==> config.mk <==
export PLATFORM = sky130hd
export DESIGN_NAME = subaddr_gate_top
export DESIGN_NICKNAME = d
export VERILOG_FILES = /design/src/rtl/subaddr_gate_pkg.sv /design/src/rtl/subaddr_pointer.sv /design/src/rtl/subaddr_regbank.sv /design/src/rtl/subaddr_gate_unit.sv /design/src/rtl/subaddr_gate_top.sv
export SDC_FILE = /design/constraint.sdc
export NUM_CORES = 1
export LEC_CHECK = 0
export ABC_AREA = 0
export BUFFER_PORTS_ARGS = -buffer_cell sky130_fd_sc_hd__buf_2
export CORE_ASPECT_RATIO = 1.1
export CORE_MARGIN = 5
export CORE_UTILIZATION = 45
export DETAILED_ROUTE_END_ITERATION = 10
export PLACE_DENSITY_LB_ADDON = 0.05
export SETUP_SLACK_MARGIN = 0.02
export SLEW_MARGIN = 20
export SYNTH_ARGS = -nofsm -noshare
export SYNTH_HDL_FRONTEND = slang
export SYNTH_SLANG_ARGS = --single-unit
==> constraint.sdc <==
create_clock -name clk -period 4.62 [get_ports clk]
set_input_delay 0.924 -clock clk [delete_from_list [all_inputs] [get_ports clk]]
set_output_delay 0.924 -clock clk [all_outputs]
set_load 0.02 [all_outputs]
==> src/rtl/subaddr_gate_pkg.sv <==
package subaddr_gate_pkg;
    localparam int DATA_W    = 8;
    localparam int ADDR_W    = 5;
    localparam int NUM_SLOTS = 1 << ADDR_W;
    localparam int WRAP_TOP  = NUM_SLOTS - 2;   // 30: last auto-reachable slot
    localparam int LAST_LOW  = 19;              // 0x13: last of the low block
    localparam int AGATE_SLOT = NUM_SLOTS - 1;  // 31: direct-only slot

    typedef logic [ADDR_W-1:0] slot_t;
    typedef logic [DATA_W-1:0] byte_t;

    // Control byte layout: bit7 no-increment, bit6 gate, bit5 short gate, 4:0 slot
    typedef struct packed {
        logic  no_inc;
        logic  gate;
        logic  short_gate;
        slot_t sel;
    } ctl_byte_t;

    typedef enum logic [1:0] {
        SG_IDLE   = 2'd0,
        SG_ARMED  = 2'd1,   // requested, own transaction still open
        SG_ACTIVE = 2'd2    // running through the following transaction
    } sg_state_t;

    function automatic slot_t step_slot(input slot_t p);
        if (int'(p) >= WRAP_TOP) return '0;
        return p + slot_t'(1);
    endfunction

    function automatic logic slot_present(input int a);
        return (a <= LAST_LOW) || (a == AGATE_SLOT);
    endfunction
endpackage

==> src/rtl/subaddr_pointer.sv <==
module subaddr_pointer
    import subaddr_gate_pkg::*;
(
    input  logic      clk,
    input  logic      rst,
    input  logic      start_i,
    input  logic      stop_i,
    input  logic      wr_valid_i,
    input  byte_t     wr_data_i,
    input  logic      rd_ack_i,
    output slot_t     ptr_o,
    output logic      no_inc_o,
    output logic      ctl_wr_o,
    output logic      data_wr_o,
    output ctl_byte_t ctl_o
);
    logic  want_ctl_q;
    slot_t ptr_q;
    logic  no_inc_q;

    assign ctl_o     = ctl_byte_t'(wr_data_i);
    assign ctl_wr_o  = wr_valid_i && want_ctl_q;
    assign data_wr_o = wr_valid_i && !want_ctl_q;

    always_ff @(posedge clk) begin
        if (rst) begin
            want_ctl_q <= 1'b1;
        end else if (start_i || stop_i) begin
            want_ctl_q <= 1'b1;
        end else if (wr_valid_i) begin
            want_ctl_q <= 1'b0;
        end
    end

    always_ff @(posedge clk) begin
        if (rst) begin
            ptr_q    <= '0;
            no_inc_q <= 1'b0;
        end else if (ctl_wr_o) begin
            ptr_q    <= ctl_o.sel;
            no_inc_q <= ctl_o.no_inc;
        end else if ((data_wr_o || rd_ack_i) && !no_inc_q) begin
            ptr_q    <= step_slot(ptr_q);
        end
    end

    assign ptr_o    = ptr_q;
    assign no_inc_o = no_inc_q;
endmodule

==> src/rtl/subaddr_regbank.sv <==
module subaddr_regbank
    import subaddr_gate_pkg::*;
(
    input  logic                        clk,
    input  logic                        rst,
    input  logic                        wr_en_i,
    input  slot_t                       wr_slot_i,
    input  byte_t                       wr_data_i,
    input  slot_t                       rd_slot_i,
    output byte_t                       rd_data_o,
    output logic [NUM_SLOTS*DATA_W-1:0] regs_o
);
    byte_t slots [NUM_SLOTS];

    for (genvar a = 0; a < NUM_SLOTS; a++) begin : g_slot
        if (slot_present(a)) begin : g_store
            byte_t q;
            always_ff @(posedge clk) begin
                if (rst)                                  q <= '0;
                else if (wr_en_i && wr_slot_i == slot_t'(a)) q <= wr_data_i;
            end
            assign slots[a] = q;
        end else begin : g_empty
            assign slots[a] = '0;
        end
        assign regs_o[a*DATA_W +: DATA_W] = slots[a];
    end

    assign rd_data_o = slots[rd_slot_i];
endmodule

==> src/rtl/subaddr_gate_unit.sv <==
module subaddr_gate_unit
    import subaddr_gate_pkg::*;
(
    input  logic      clk,
    input  logic      rst,
    input  logic      ctl_wr_i,
    input  ctl_byte_t ctl_i,
    input  logic      stop_i,
    input  logic      autogate_req_i,
    output logic      gate_o,
    output sg_state_t sg_o,
    output logic      gate_en_o
);
    logic      gate_q;
    sg_state_t sg_q;

    always_ff @(posedge clk) begin
        if (rst)           gate_q <= 1'b0;
        else if (ctl_wr_i) gate_q <= ctl_i.gate;
    end

    always_ff @(posedge clk) begin
        if (rst) begin
            sg_q <= SG_IDLE;
        end else if (ctl_wr_i && ctl_i.short_gate) begin
            sg_q <= SG_ARMED;
        end else if (stop_i) begin
            unique case (sg_q)
                SG_ARMED:  sg_q <= SG_ACTIVE;
                SG_ACTIVE: sg_q <= SG_IDLE;
                default:   sg_q <= SG_IDLE;
            endcase
        end
    end

    assign gate_o    = gate_q;
    assign sg_o      = sg_q;
    assign gate_en_o = gate_q || (sg_q != SG_IDLE) || autogate_req_i;
endmodule

==> src/rtl/subaddr_gate_top.sv <==
module subaddr_gate_top
    import subaddr_gate_pkg::*;
(
    input  logic         clk,
    input  logic         rst,
    input  logic         start_i,
    input  logic         stop_i,
    input  logic         wr_valid_i,
    input  logic [7:0]   wr_data_i,
    input  logic         rd_ack_i,
    output logic [7:0]   rd_data_o,
    output logic [255:0] regs_o,
    input  logic         autogate_req_i,
    output logic         gate_en_o
);
    slot_t     ptr_w;
    logic      no_inc_w;
    logic      ctl_wr_w;
    logic      data_wr_w;
    ctl_byte_t ctl_w;
    logic      gate_w;
    sg_state_t sg_w;

    subaddr_pointer u_ptr (
        .clk        (clk),
        .rst        (rst),
        .start_i    (start_i),
        .stop_i     (stop_i),
        .wr_valid_i (wr_valid_i),
        .wr_data_i  (wr_data_i),
        .rd_ack_i   (rd_ack_i),
        .ptr_o      (ptr_w),
        .no_inc_o   (no_inc_w),
        .ctl_wr_o   (ctl_wr_w),
        .data_wr_o  (data_wr_w),
        .ctl_o      (ctl_w)
    );

    subaddr_regbank u_bank (
        .clk       (clk),
        .rst       (rst),
        .wr_en_i   (data_wr_w),
        .wr_slot_i (ptr_w),
        .wr_data_i (wr_data_i),
        .rd_slot_i (ptr_w),
        .rd_data_o (rd_data_o),
        .regs_o    (regs_o)
    );

    subaddr_gate_unit u_gate (
        .clk            (clk),
        .rst            (rst),
        .ctl_wr_i       (ctl_wr_w),
        .ctl_i          (ctl_w),
        .stop_i         (stop_i),
        .autogate_req_i (autogate_req_i),
        .gate_o         (gate_w),
        .sg_o           (sg_w),
        .gate_en_o      (gate_en_o)
    );
endmodule

# After elaboration in Yosys (flattened, before gate mapping)
# Cells that the tools add are included.
word_totals:
  ff_bits: 178
  input_bits: 15
  word_cells: 103
op_classes:
  n_addsub: 1
  order_cmp: 2
  n_eq_ne: 21
  n_mux: 14
  n_bitwise: 1
  reduce_logical: 37
op_table:
  columns: ["op", "n"]
  rows:
  - ["binary-select mux 8 bit (select 5 bit)", 1]
  - ["equality test 5 x 4 -> 1 bit (second input constant)", 8]
  - ["equality test 5 bit (second input constant)", 5]
  - ["logical AND 1 bit", 25]
  - ["equality test 5 x 3 -> 1 bit (second input constant)", 4]
  - ["two-way mux 5 bit", 4]
  - ["two-way mux 8 bit", 2]
  - ["equality test 5 x 2 -> 1 bit (second input constant)", 2]
  - ["greater-or-equal comparator 6 bit (second input constant)", 1]
  - ["two-way mux 1 bit", 6]
  - ["inverter 5 -> 6 bit", 1]
  - ["nonzero test 2 bit", 3]
  - ["adder 5 x 1 -> 5 bit (second input constant)", 1]
  - ["equality test 5 x 1 -> 1 bit (second input constant)", 1]
  - ["greater-or-equal comparator 5 bit (second input constant)", 1]
  - ["zero test 5 bit", 1]
  - ["logical OR 1 bit", 4]
  - ["OR reduction 2 bit", 2]
  - ["equality test 2 x 1 -> 1 bit (second input constant)", 1]
  - ["zero test 1 bit", 2]
  - ["two-way mux 2 bit", 1]

# Longest topological paths before layout
# Gate-level depths: netlist of the first run.
depth:
  word_depth: 10
  ltp_mapped: 9
  mapped_depth_nobuf: 6

# Modules after synthesis
# Synthesis of the first run repeated with hierarchy kept, for this count alone.
hier_totals:
  cells_unflattened: 963
  hier_area_um2: 8762.2
modules_own_cells:
  columns: ["mod", "n_inst", "cells_each", "area_each_um2", "seq_area_each_um2"]
  rows:
  - ["subaddr_regbank", 1, 893, 8166.6, 3363.2]
  - ["subaddr_pointer", 1, 58, 475.5, 140.1]
  - ["subaddr_gate_unit", 1, 12, 120.1, 60.1]

# Least setup slack after synthesis of the first run
# Ideal clock, no wire load.
synth_path:
  path_kind: "flip-flop to output port"
  from: "register u_ptr.ptr_q[1], in the netlist u_ptr.ptr_o[1]"
  to: "output rd_data_o[0]"
  t_arrival_ps: 1712
  required_time_ps: 3696
  slack_ps: 1984
  path_stages_with_launch: 6
  n_path_buf: 1
  cell_sequence: "dfxtp_1 buf_4 inv_1 nor3_1 a221oi_1 a21oi_1"
synth_between:
  elab_chain_cells: 4
synth_lines:
  columns: ["item", "line_no", "text"]
  rows:
  - ["from (decl)", "subaddr_pointer.sv:18", "slot_t ptr_q;"]
  - ["from (signal assigned)", "subaddr_pointer.sv:40", "ptr_q <= ctl_o.sel;"]
  - ["from (signal assigned)", "subaddr_pointer.sv:43", "ptr_q <= step_slot(ptr_q);"]
  - ["inverter 5 -> 6 bit (implied by the code)", "subaddr_regbank.sv:29", "assign rd_data_o = slots[rd_slot_i];"]
  - ["binary-select mux 8 bit (select 5 bit)", "subaddr_regbank.sv:29", null]
  - ["two-way mux 8 bit (implied by the code) (2 in series)", "subaddr_regbank.sv:29", null]
  - ["to (decl)", "subaddr_gate_top.sv:11", "output logic [7:0] rd_data_o,"]
# Every way passes these cells. The select of a mux whose other input is x is not followed.

# Final worst setup path of the first run
# Same ends and word-level chain as after synthesis.

==> key figures, run 1 <==
Timing
  – RSZ-0062 raised after global routing: no
  – Hold violation count in the final report: 0
  – Final setup TNS: 0 ns
  – Setup violators final: 0
  – Rel. slew slack: approximately 31%
  – Final Critical Period: 3.76 ns
  – Final number of max-transition violations: 0
  – Post-route setup slack: roughly 0.86 ns
  – Post-Route Skew: between 0.006 and 0.007 ns
  – Fmax: about 270 MHz
  – Hold WS: about 0.46 ns
  – Post-route clock period utilization: between 80 and 90%
  – Worst slew pin tran: 1.03 ns

Status
  – Status: completed

Synthesis
  – Yosys cell types: 35
  – #FFs+latches synth: 178
  – Synth cell count leaders: 178 x dfxtp_1, 109 x a21oi_1, 105 x nand2_1
  – Share of the synthesized area in the top cell type: between 40% and 50%
  – Ys async rst share: 0%
  – Synth warn: 0
  – Sequential fraction of the synthesis area: approximately two fifths
  – Largest area contributor in the netlist: dfxtp_1
  – Count leader, synth: dfxtp_1
  – Mapped Cells: around 950
  – Synthesized cell area: a little under 9000 um^2
  – Largest cells by area after synthesis: dfxtp_1 41%, mux2i_1 11%, mux4_2 8.3%
  – Post-synth EDFFs: 0
  – Ys flop type: dfxtp_1
  – Post-Syn Area per Cell: 9.11 um^2

Setup path
  – CP max FO: 26
  – Critical Path AT: around 2.8 ns
  – Crit-path cells: inv_1, nor3_1, a221oi_1, a21oi_1, buf_2
  – Crit-path max cell delay: 0.76 ns
  – Crit path max-delay family: flip-flops
  – Worst Setup Start Kind: register
  – CP Buf/Inv Count: 2
  – CP Class: reg -> out
  – CP Data Required Time: approximately 3.7 ns
  – CP Capture Type: output port
  – Critical-path top delay cell: dfxtp_2

Placement
  – Post-DP HPWL: between 20000 and 25000 um
  – Buffers on Ports: approximately 190
  – Area after DPL: approximately 9400 um^2
  – Dpl ws: approximately 1.4 ns
  – Routability cong.: 0.891
  – # placed instances: 1328

Power
  – PwrDens: 333 nW/um^2
  – Leakage: 0.00453 uW
  – VDD IR max: ~0.24 mV

Floorplan
  – Core box area: 19000 um^2
  – I/O pins: 280
  – Die ar.: about 22000 um^2
  – Std-Cell Rows: 53
  – Die height: roughly 160 um
  – Initial core utilization: 45.6%
  – Die span in x: between 100 and 150 um

Finish
  – P&R area growth vs syn: 15.2%
  – Final Non-Filler Cells: 1359
  – N_diodes: 0
  – Final nets: 1121
  – Share of layout cells above drive strength 1: between 20% and 30%
  – Finished Cell Area: ~10000 um^2

GRT
  – Vias in the first global route: 6920
  – Antenna violations before repair: 0
  – Total track usage: between 20% and 30%
  – Largest net degree at the start of global routing: between 80 and 90
  – Grt total ovfl: 0
  – First-pass GRT wire length: between 40000 and 50000 um

Clocking
  – Clk_lat worst skew: ~0.43 ns
  – Postcts setup bufs: 0
  – CTS buffer count: 17
  – Clk slew on worst S/H paths: roughly 0.060 ns
  – TritonCTS clock tree: done
  – Hold_buf cts: 0
  – Clk sinks: ~180
  – H-tree level count: 4
  – Root buffer cell: clkbuf_16
  – CTS-repair resized insts: 0
  – Clk buf depth: 2

Detailed routing
  – Routed wl met3: ~2500 um
  – Total Wirelength: 29000 um
  – Top Metal Used: met4
  – Wl on met1: approximately 12000 um
  – ANT nets after route: 0
  – DR pass1 iterations: 5
  – DR vias/cell: 5.47
  – Drt drc: 0
  – Vias post-DR: ~7400
  – Routed wire per std cell: roughly 21 um
  – Initial detailed-routing violation count: ~640
  – Met2 routed WL: around 14000 um

Min path
  – Worst Hold Class: reg -> reg

Job
  – # Max-Cap Violations: 0
## kinds of logic (layout without fill, tap and decap cells)
logic type	count (synthesis)	after routing	synth area share [%]
AND/OR/NAND/NOR	317	317	16.7
flip-flops	178	178	41.0
buffers and inverters	175	247	12.0
AO/OA/AOI/OAI	146	146	9.69
multiplexers	130	130	19.6
adder cells (fa/ha/maj)	6	6	0.865
other	1	88	0.0432
## worst paths after layout
path	from	end	slack, ns	depth (start not counted)
max reg2reg	u_ptr.ptr_o[1]	u_bank.g_slot[12].g_store.q[0]	1.74	7
min	u_gate.gate_o	u_gate.gate_o	0.46	2
min reg2reg	u_gate.gate_o	u_gate.gate_o	0.46	2
max	u_ptr.ptr_o[1]	rd_data_o[0]	0.86	5
## worst reg2reg max path: stages (launching register included)
cell	delay, ns
dfxtp_2	0.53
inv_1	0.20
ha_1	0.26
nor2b_1	0.84
nor3b_1	0.39
buf_4	0.26
mux2i_1	0.21
nor2_1	0.05
## sequential cells by signal, indices dropped and copies added (netlist names)
name and flops:
u_bank.g_slot.g_store.q 168, u_gate.gate_o 1, u_gate.sg_o 2, u_ptr.no_inc_o 1, u_ptr.ptr_o 5, u_ptr.want_ctl_q 1
## routing by layer
layer / global-route usage (%) / up-vias
li1: - / 3450
met1: 33.6 / 3541
met2: 41.3 / 403
met3: 5.40 / 39
met4: 8.33 / 0
met5: 0 / -
## per-stage QoR
step,power (uW),util (%)
CTS,3350,52.6
floorplan,1900,-
detailed placement,1930,49.5
finish,3330,52.6
global placement,1930,49.5
global route,3430,52.6
## where the power goes
group	internal [uW]	switching, uW
sequential	1540	22.3
clock	824	612
combinational	79.3	251
## placed cells by master, fill, tap and decap left out, drive strengths merged, types with 7 or more instances in the layout
master  instances
buf           210
dfxtp         178
a21oi         109
nand2         105
nand3          99
mux2i          98
conb           88
nor2           87
mux4           32
clkbuf         23
a22oi          11
a221oi          9
o221ai          8
nor2b           7
## layout make-up
type / instances / area [um^2]
multi-input cells: 687 / 4430
clock buffers: 23 / 468
fillers: 1853 / 9030
inverters: 6 / 22.5
repair buffers: 210 / 1100
flip-flops and latches: 178 / 3570
clock inverters: 8 / 105
well taps: 247 / 309
Power figures use the tool's default switching activity.
==> run 2: changes to the inputs <==
==> constraint.sdc (replaced) <==
create_clock -name clk -period 3.69 [get_ports clk]
set_input_delay 0.738 -clock clk [delete_from_list [all_inputs] [get_ports clk]]
set_output_delay 0.738 -clock clk [all_outputs]
set_load 0.02 [all_outputs]
==> key figures, run 2 (synthesis gave the netlist of run 1 again) <==
Setup path
  – Worst Setup Start Kind: register
  – CP Capture Type: output port
  – CP Class: reg -> out
  – CP Data Required Time: 2.95 ns
  – Critical Path AT: 2.75 ns
  – CP max FO: 20

Detailed routing
  – Met2 routed WL: roughly 13000 um
  – DR vias/cell: around 5.4
  – Vias post-DR: 7385
  – Routed wl met3: 1940 um
  – ANT nets after route: 0
  – DR pass1 iterations: 4
  – Top Metal Used: met4
  – Drt drc: 0
  – Routed wire per std cell: around 21 um
  – Initial detailed-routing violation count: between 600 and 700
  – Total Wirelength: 28200 um
  – Wl on met1: around 12000 um

Finish
  – Most flop-heavy register: u_bank.g_slot.g_store.q
  – Final nets: between 1000 and 1500
  – Most frequent cells in the layout: 190 x buf_2, 176 x dfxtp_1, 109 x a21oi_1, 105 x nand2_1, 98 x mux2i_1
  – P&R area growth vs syn: 16.0%
  – Share of layout cells above drive strength 1: between 20% and 30%
  – Max FFs per register: between 150 and 200
  – Final Non-Filler Cells: between 1000 and 1500
  – Commonest non-fill, non-tap cell in the layout: buf_2
  – # fillers: between 1500 and 2000
  – Final design utilization: 52.9%
  – N_diodes: 0

Clocking
  – Hold_buf cts: 0
  – CTS buffer count: 17
  – Clk slew on worst S/H paths: approximately 0.07 ns
  – Clk buf depth: 2
  – H-tree level count: 4
  – CTS-repair resized insts: 0
  – Clk_lat worst skew: approximately 0.44 ns
  – TritonCTS clock tree: done
  – Postcts setup bufs: 0
  – Clk sinks: 178
  – Root buffer cell: clkbuf_16

Timing
  – Final number of max-transition violations: 0
  – Post-route clock period utilization: a little over nine tenths
  – RSZ-0062 raised after global routing: no
  – Rel. slew slack: between 50% and 60%
  – Post-Route Skew: 0.00762 ns
  – Hold violation count in the final report: 0
  – Final Critical Period: 3.49 ns
  – Final setup TNS: 0 ns
  – Setup violators final: 0
  – Worst slew pin tran: approximately 0.74 ns
  – Fmax: about 290 MHz

Placement
  – Routability cong.: between 0.8 and 0.9
  – Post-DP HPWL: between 15000 and 20000 um
  – # placed instances: 1331
  – Buffers on Ports: 191

Floorplan
  – Die height: around 160 um
  – Std-Cell Rows: between 50 and 60
  – Die ar.: between 20000 and 25000 um^2
  – Initial core utilization: approximately 46%
  – Die span in x: roughly 140 um
  – I/O pins: between 200 and 300
  – Core box area: ~19000 um^2

GRT
  – Total track usage: approximately a quarter
  – Vias in the first global route: 6934
  – First-pass GRT wire length: about 42000 um
  – Largest net degree at the start of global routing: between 70 and 80
  – Grt total ovfl: 0
  – Antenna violations before repair: 0

Status
  – Status: completed

Power
  – VDD IR max: 0.327 mV
  – Leakage: roughly 0.0046 uW
  – PwrDens: about 420 nW/um^2
  – Final Power: 4230 uW

Job
  – # Max-Cap Violations: 0

Min path
  – Worst Hold Class: reg -> reg
==> run 2: final cells by class <==
cell class	instances	area [um^2]	share of cell area, %
multi-input cells	687	4430	44.0
clock inverters	15	169	1.68
repair buffers	213	1150	11.4
inverters	6	22.5	0.224
flip-flops and latches	178	3570	35.4
clock buffers	17	425	4.22
well taps	247	309	3.07
==> run 2: worst max-delay path, cell delays in order, from the launching register on <==
cell      delay (ns)
dfxtp_2         0.81
buf_4           0.43
mux2i_1         0.27
o221ai_1        0.14
a21oi_1         0.30
a21oi_1         0.17
buf_2           0.19
==> run 2: path summary, 6_finish.rpt <==
check	from	to	slack (ns)	cells past startpoint
setup / recovery	u_ptr.ptr_o[0]	rd_data_o[3]	0.20	6
hold / removal	u_gate.gate_o	u_gate.gate_o	0.46	2
setup reg to reg	u_ptr.ptr_o[0]	u_bank.g_slot[15].g_store.q[4]	0.92	7
hold reg to reg	u_gate.gate_o	u_gate.gate_o	0.46	2
==> run 2: power breakdown <==
group / internal (uW) / switching, uW
Clock: 1020 / 830
Sequential: 1930 / 36.4
Combinational: 105 / 308
Total: 3050 / 1170
==> run 2: through the flow <==
| stage | setup WS (ns) | instance area, um^2 | hold slack [ns] |
|---|---|---|---|
| 3_3_place_gp | 0.734 | 9480 | 0.455 |
| 6_report | 0.201 | 10100 | 0.463 |
| 5_1_grt | 0.0628 | 10100 | 0.477 |
| 2_1_floorplan | 1.24 | 9010 | 0.431 |
| 4_1_cts | 0.189 | 10100 | 0.464 |
| 3_5_place_dp | 0.649 | 9480 | 0.454 |
==> run 2: metal layers <==
metal / up-vias / track usage (%)
met5: - / 0
met4: 0 / 7.56
met3: 31 / 4.29
met2: 328 / 39.3
met1: 3568 / 34.1
li1: 3458 / -
